===== src/rtl/spm_pkg.sv =====
package spm_pkg;

    typedef enum logic {
        OP_F = 1'b0,
        OP_G = 1'b1
    } pe_op_e;

    function automatic logic decide_bit(input logic sgn, input logic frozen);
        return frozen ? 1'b0 : sgn;
    endfunction

endpackage


===== src/rtl/spm_cmp.sv =====
module spm_cmp #(
    parameter int M = 4
) (
    input  logic [M-1:0] ma,
    input  logic [M-1:0] mb,
    output logic         a_gt_b,
    output logic [M-1:0] mag_min
);
    always_comb begin
        a_gt_b  = (ma > mb);
        mag_min = a_gt_b ? mb : ma;
        // the minimum never exceeds either operand
        a_r1_min_bound: assert (mag_min <= ma && mag_min <= mb)
            else $error("min above operand");
    end
endmodule


===== src/rtl/spm_fnode.sv =====
module spm_fnode #(
    parameter int M = 4
) (
    input  logic         sa,
    input  logic         sb,
    input  logic [M-1:0] mag_min,
    output logic         f_sgn,
    output logic [M-1:0] f_mag
);
    always_comb begin
        f_mag = mag_min;
        f_sgn = (sa ^ sb) && (mag_min != '0);
        a_r4_f_zero_pos: assert (!(f_mag == '0 && f_sgn))
            else $error("f negative zero");
    end
endmodule


===== src/rtl/spm_gcand.sv =====
module spm_gcand #(
    parameter int M = 4
) (
    input  logic [M-1:0] ma,
    input  logic [M-1:0] mb,
    output logic [M-1:0] d_ab,
    output logic [M-1:0] d_ba,
    output logic [M-1:0] sum_sat
);
    localparam logic [M-1:0] MAG_MAX = '1;
    logic [M:0] sum_w;

    always_comb begin
        d_ab    = ma - mb;
        d_ba    = mb - ma;
        sum_w   = {1'b0, ma} + {1'b0, mb};
        sum_sat = sum_w[M] ? MAG_MAX : sum_w[M-1:0];
        a_r3_no_overflow: assert (sum_sat >= ma && sum_sat >= mb)
            else $error("sum wrapped");
    end
endmodule


===== src/rtl/spm_gpick.sv =====
module spm_gpick #(
    parameter int M = 4
) (
    input  logic         s,
    input  logic         sa,
    input  logic         sb,
    input  logic         a_gt_b,
    input  logic [M-1:0] d_ab,
    input  logic [M-1:0] d_ba,
    input  logic [M-1:0] sum_sat,
    output logic         g_sgn,
    output logic [M-1:0] g_mag
);
    logic eff_sa;
    logic raw_sgn;

    always_comb begin
        eff_sa = s ^ sa;
        if (eff_sa == sb) begin
            g_mag   = sum_sat;
            raw_sgn = sb;
        end else if (a_gt_b) begin
            g_mag   = d_ab;
            raw_sgn = eff_sa;
        end else begin
            g_mag   = d_ba;
            raw_sgn = sb;
        end
        g_sgn = raw_sgn && (g_mag != '0);
        a_r4_g_zero_pos: assert (!(g_mag == '0 && g_sgn))
            else $error("g negative zero");
    end
endmodule


===== src/rtl/spm_pe.sv =====
module spm_pe #(
    parameter int Q    = 5,
    parameter bit DUAL = 1'b1
) (
    input  logic [Q-1:0] a,
    input  logic [Q-1:0] b,
    input  logic         psum,
    input  logic         sel_g,
    input  logic         frz0,
    input  logic         frz1,
    output logic [Q-1:0] llr_out,
    output logic         bit0,
    output logic         bit1
);
    import spm_pkg::*;

    localparam int M = Q - 1;

    typedef struct packed {
        logic [Q-1:0] llr;
        logic         b0;
        logic         b1;
    } pe_out_t;

    logic         a_gt_b;
    logic [M-1:0] mag_min;
    logic         f_sgn;
    logic [M-1:0] f_mag;
    logic [M-1:0] d_ab, d_ba, sum_sat;
    logic         g_sgn [2];
    logic [M-1:0] g_mag [2];
    pe_out_t      out_d;
    pe_op_e       op;

    spm_cmp #(.M(M)) u_cmp (
        .ma(a[M-1:0]), .mb(b[M-1:0]), .a_gt_b(a_gt_b), .mag_min(mag_min)
    );

    spm_fnode #(.M(M)) u_f (
        .sa(a[M]), .sb(b[M]), .mag_min(mag_min), .f_sgn(f_sgn), .f_mag(f_mag)
    );

    spm_gcand #(.M(M)) u_cand (
        .ma(a[M-1:0]), .mb(b[M-1:0]), .d_ab(d_ab), .d_ba(d_ba), .sum_sat(sum_sat)
    );

    // one selector per possible partial-sum value, evaluated in parallel
    for (genvar gi = 0; gi < 2; gi++) begin : g_spec
        spm_gpick #(.M(M)) u_pick (
            .s(1'(gi)), .sa(a[M]), .sb(b[M]), .a_gt_b(a_gt_b),
            .d_ab(d_ab), .d_ba(d_ba), .sum_sat(sum_sat),
            .g_sgn(g_sgn[gi]), .g_mag(g_mag[gi])
        );
    end

    always_comb begin
        op = pe_op_e'(sel_g);
        if (op == OP_G) begin
            out_d.llr = psum ? {g_sgn[1], g_mag[1]} : {g_sgn[0], g_mag[0]};
        end else begin
            out_d.llr = {f_sgn, f_mag};
        end
        if (DUAL) begin
            out_d.b0 = decide_bit(f_sgn, frz0);
            out_d.b1 = decide_bit(out_d.b0 ? g_sgn[1] : g_sgn[0], frz1);
        end else begin
            out_d.b0 = 1'b0;
            out_d.b1 = 1'b0;
        end
    end

    assign llr_out = out_d.llr;
    assign bit0    = out_d.b0;
    assign bit1    = out_d.b1;

    always_comb begin
        a_r6_frozen_first: assert (!(frz0 && out_d.b0)) else $error("bit0 frozen");
        a_r7_frozen_second: assert (!(frz1 && out_d.b1)) else $error("bit1 frozen");
    end
endmodule


===== config.mk =====
export PLATFORM = sky130hd
export DESIGN_NAME = spm_pe
export DESIGN_NICKNAME = d
export VERILOG_FILES = /design/src/rtl/spm_pkg.sv /design/src/rtl/spm_cmp.sv /design/src/rtl/spm_fnode.sv /design/src/rtl/spm_gcand.sv /design/src/rtl/spm_gpick.sv /design/src/rtl/spm_pe.sv
export SDC_FILE = /design/constraint.sdc
export NUM_CORES = 1
export LEC_CHECK = 0
export ABC_AREA = 1
export CAP_MARGIN = 0
export CORE_MARGIN = 2
export CORE_UTILIZATION = 57
export DETAILED_ROUTE_END_ITERATION = 8
export PLACE_DENSITY = 0.9
export REMOVE_ABC_BUFFERS = 1
export SYNTH_ARGS = -nofsm -noshare
export SYNTH_HDL_FRONTEND = slang
export SYNTH_SLANG_ARGS = --single-unit
export TNS_END_PERCENT = 1

===== constraint.sdc =====
create_clock -name vclk -period 4.6
set_input_delay 0.92 -clock vclk [all_inputs]
set_output_delay 0.92 -clock vclk [all_outputs]
set_load 0.005 [all_outputs]

* Yosys cells after proc, flatten, opt, wreduce, memory -nomap -nowiden
Cells that the tools add are included.
Widths: inputs -> output; s select.
** Cells by class
- Add/subtract/negate cells :: 3
- $lt $le $gt $ge :: 1
- Equality and inequality tests :: 2
- Mux-type cells :: 14
- Bitwise gates (word level) :: 2
- Reductions and logical operators :: 6
** Operators with widths (number)
- $mux 4 :: 5
- $reduce_bool 4->1 :: 3
- $mux 5 :: 2
- $sub 4x4->4 :: 2
- $mux 1 :: 7
- $add 4x4->5 :: 1
- $gt 4x4->1 :: 1
- $logic_and 1x1->1 :: 3
- $eq 1x1->1 :: 2
- $not 1->1 :: 1
- $xor 1x1->1 :: 1
** Storage, ports and cells
- Register bits after elaboration :: 0
- Bits of input ports :: 14
- Output and inout port bits :: 7

* Depth between registers and ports, before layout
- Depth after elaboration :: 7
- Mapped depth :: 17
- Depth with buffers taken out :: 17

* Modules after synthesis
From an unflattened synthesis, not the netlist that was laid out.
** Unflattened totals
- Cell total of the unflattened synthesis :: 256
- Area total of the unflattened synthesis :: 1310.0 um^2
** Modules (own cells, without submodules)
- spm_gcand :: times used 1, cells an instance 65, area each 447.9 um^2
- spm_gpick :: times used 2, cells an instance 49, area each 215.2 um^2
- spm_pe :: times used 1, cells an instance 47, area each 186.4 um^2
- spm_cmp :: times used 1, cells an instance 32, area each 177.7 um^2
- spm_fnode :: times used 1, cells an instance 14, area each 67.6 um^2

* Least setup slack after synthesis
Ideal clock, no wire load.
- Path kind :: input to output
- From :: input a[0]
- To :: output bit1
- Arrival :: 2.508 ns
- Required time :: 3.680 ns
- Setup slack :: 1.172 ns
- Cell stages on the path :: 16
- Path buffers :: 1
- Path through :: inv_1 > ha_1 > inv_1 > fa_1 > nand2_1 > nand2_1 > nand3_4 > buf_6 > nand2_1 > o21ai_2 > nor2_1 > nand2_1 > nand2_1 > nor2_2 > a21oi_1 > nor2_1
** Between the ends
- Longest elaborated chain between the ends :: 7
- Elaborated cells on any way between the ends :: 22
** Ends and longest elaborated chain
- start, declared :: RTL line spm_pe.sv:5 : input logic [Q-1:0] a,
- $gt 4x4->1 :: RTL line spm_cmp.sv:10 : a_gt_b = (ma > mb);
- $mux 4 (*) :: RTL line spm_cmp.sv:11 : mag_min = a_gt_b ? mb : ma;
- $reduce_bool 4->1 (*) :: RTL line spm_fnode.sv:12 : f_sgn = (sa ^ sb) && (mag_min != '0);
- $logic_and 1x1->1 (*) :: RTL line spm_fnode.sv:12
- $mux 1 (*) :: RTL line spm_pkg.sv:9 : return frozen ? 1'b0 : sgn;
- net bit0 :: RTL line spm_pe.sv:12 : output logic bit0,
- $mux 1 (*) :: RTL line spm_pe.sv:65 : out_d.b1 = decide_bit(out_d.b0 ? g_sgn[1] : g_sgn[0], frz1);
- $mux 1 (*) :: RTL line spm_pkg.sv:9
- end, declared :: RTL line spm_pe.sv:13 : output logic bit1
Mark *: on every way through the listed nets, which the timed path passes. The rest lies on a longest branch.

* Final worst setup path
- From :: input a[2]
- To :: output bit1
** Between the ends
- Longest elaborated chain between the ends :: 7
- Elaborated cells on any way between the ends :: 22
** Ends and longest elaborated chain
- $add 4x4->5, or another cell as far along :: RTL line spm_gcand.sv:16 : sum_w = {1'b0, ma} + {1'b0, mb};
- $mux 4 (on tied branches) :: RTL line spm_gcand.sv:17, spm_cmp.sv:11, spm_gpick.sv:22
- $mux 4 / $reduce_bool 4->1 (equally long branches) :: RTL line spm_gpick.sv:19, spm_fnode.sv:12
- $reduce_bool 4->1 / $logic_and 1x1->1 (equally long branches) :: RTL line spm_gpick.sv:29, spm_fnode.sv:12
- $logic_and 1x1->1 / $mux 1 (equally long branches) :: RTL line spm_gpick.sv:29, spm_pkg.sv:9
- $mux 1 (*) :: RTL line spm_pe.sv:65
- $mux 1 (*) :: RTL line spm_pkg.sv:9
Every way passes the cells marked *; elsewhere a longest branch is shown, timed or not.

==> flow_summary.ini <==
[critical_path]
crit_top_cell = nand2_1
critPathRequiredTime_ns = 3.68
crit_family = buffers and inverters
crit_path_end_kind = output pin
cpPeakStageDelay_ns = 0.51
critPathLaunchType = input port
crit_chain = clkdlybuf4s50_1, inv_1, ha_2, nand2_2, inv_2, nand2_2, nand3_4, buf_4, inv_2, nand2_1, nand3_1, nand2_1, nand2_1, nand2_1, nand2_1, nand2_1, nor2_1, clkdlybuf4s50_1
slowest_stage = clkdlybuf4s50_1
arrival_ns = 3.50
worst-path-buf-inv = 6
path_class = input port to output pin
critPathMaxFanout = 6

[grt]
antenna_found_initial = 0
grt_overflow = 0
grt_pass1_wl_um = 3760
grt.total_usage = 0.257
grt_max_degree = 15
grt_pass1_vias = 910

[floorplanning]
coreArea_mm2 = 0.00147
die_height_um = 43.1
fp.dieW_um = 43.1
pin_count = 21
die_area_mm2 = 0.00185
rows = 14
start_util = 0.591

[placed_design]
io_buffers = 21
place_inst = 191
hpwl_um = 2020
gp_congestion = 0.958

[power]
p_int_w = 0.0000821
p_clk_frac = 0
swShare = 0.561
p_comb_frac = 1.000
peakVddDrop_mv = 0.0891
p_seq_frac = 0
leakagePower_nw = 0.634
pwr_density_cell_mw_per_mm2 = 157
switching_power_w = 0.000105

[layout]
antenna_cells = 0
final_nets = 209
fin_cells = 195
seqCellArea_um2 = 0
seq_cell_count = 0
final_util = 0.810
layout-area-overhead-vs-synth_pct = 37.0
multi_input_area_um2 = 811
layout_common_cells = nand2_1, clkdlybuf4s50_1, nand3_1, inv_1, nor2_1
final_common_cell = nand2_1
drive_gt1_frac = 0.201
fillers = 105
nClkBuffers = 0

[route]
dr.pass1.iters = 4
antenna_left = 0
drtIter0Drc = 38
vias = 1116
drc = 0
post_drt_wl_per_cell_um = 13.3
vias_per_cell = 5.72
wirelength_um = 2590

[logic_synthesis]
ys_types = 27
synthSimpleGateAreaFrac = 0.469
netlist_instances = 152
yosysTopAreaCell = nand2_1
muxShareOfSynthArea = 0
ys_seq_area_frac = 0
synth_fa_ha_area_frac = 0.227
synth_area_um2 = 870
synth_top_cell_area_share = 0.199
avgSynthCellArea_um2 = 5.72
synth_compound_area_frac = 0.128
ys_top_cells_by_area = nand2_1, ha_1, nand3_1
synth_top_family_by_area = simple AND/OR/NAND/NOR gates
yosysWarnings = 0
synth_xor_area_frac = 0.0489

[timing]
fin_crit_ns = 4.42
slew_headroom = 0.693
max_slew.worst_pin.slew_ns = 0.460
fmax_mhz = 226
min_period_over_period = 0.962
setup_viol = 0
fin_worst_hold_slack_ns = 2.73
hold_viol = 0
maxSlewViolCount = 0

[hold_path]
hp-class = input port to output pin

[clocking]
ctsHoldBuffers = 0

[job]
max_cap_violations = 0

[run_status]
outcome = finished, final reports clean
[logic make-up (layout without fill, tap and decap cells)]
group | after synthesis | in the layout
simple gates | 91 | 92
xor+xnor | 4 | 4
buf+inv | 25 | 51
fa+ha+maj | 14 | 14
compound gates | 18 | 18
[per-layer routing]
layer,wire length (µm),global-route usage,vias to the layer above,share of wire
li1,-,-,542,-
met3,146,0.00851,11,0.056
met5,0,0,-,0
met1,990,0.292,497,0.38
met4,70,0.0303,0,0.027
met2,1390,0.527,66,0.53
[Yosys cell counts (2+ instances only)]
library cell	number
a21oi_1	5
a21oi_2	2
a31oi_1	2
buf_6	2
fa_1	3
ha_1	11
inv_1	17
inv_2	4
nand2_1	46
nand2_2	5
nand3_1	19
nand4_1	2
nor2_1	14
o21ai_0	5
o21ai_2	2
xnor2_1	2
[power groups by stage]
| stage | Combinational, W | Clock, W | Sequential (W) |
|---|---|---|---|
| after CTS | 0.000167 | 0 | 0 |
| after global placement | 0.000162 | 0 | 0 |
| after global routing | 0.000206 | 0 | 0 |
| after detailed placement | 0.000166 | 0 | 0 |
| after floorplan | 0.000104 | 0 | 0 |
| final | 0.000187 | 0 | 0 |
[timing repair]
item                       in CTS  in global routing
gates resized for setup         2                 15
setup endpoints to repair       1                  3
cloned                          0                  1
setup buffers                   0                  3
pin swaps                       0                  5
[layout make-up]
cell class	count	share of cell area
inverter	22	0.0693
multi-input combinational	128	0.681
tap	16	0.0168
timing repair buffer	29	0.233
[tightest hold or removal path: cells and delay by family]
kind                   cells  cell delay [ns]
AND/OR/NAND/NOR            2             0.13
buffers and inverters      3             0.67
AO/OA/AOI/OAI              1             0.08
[through the flow]
stage               total power [W]  TNS, ns  area, µm²  setup WS, ns
detailed placement         0.000166  -0.0151       1110       -0.0151
CTS                        0.000167        0       1110       0.00896
global route               0.000206  -0.0160       1190       -0.0160
finish                     0.000187        0       1190         0.176
floorplan                  0.000104        0        842          1.17
global placement           0.000162        0       1110        0.0475
[worst paths after layout]
| check | to | from | cells past startpoint | slack (ns) |
|---|---|---|---|---|
| worst max-delay path | bit1 | a[2] | 18 | 0.18 |
| worst min-delay path | llr_out[0] | b[0] | 6 | 2.73 |
(Power assumes the default switching activity.)
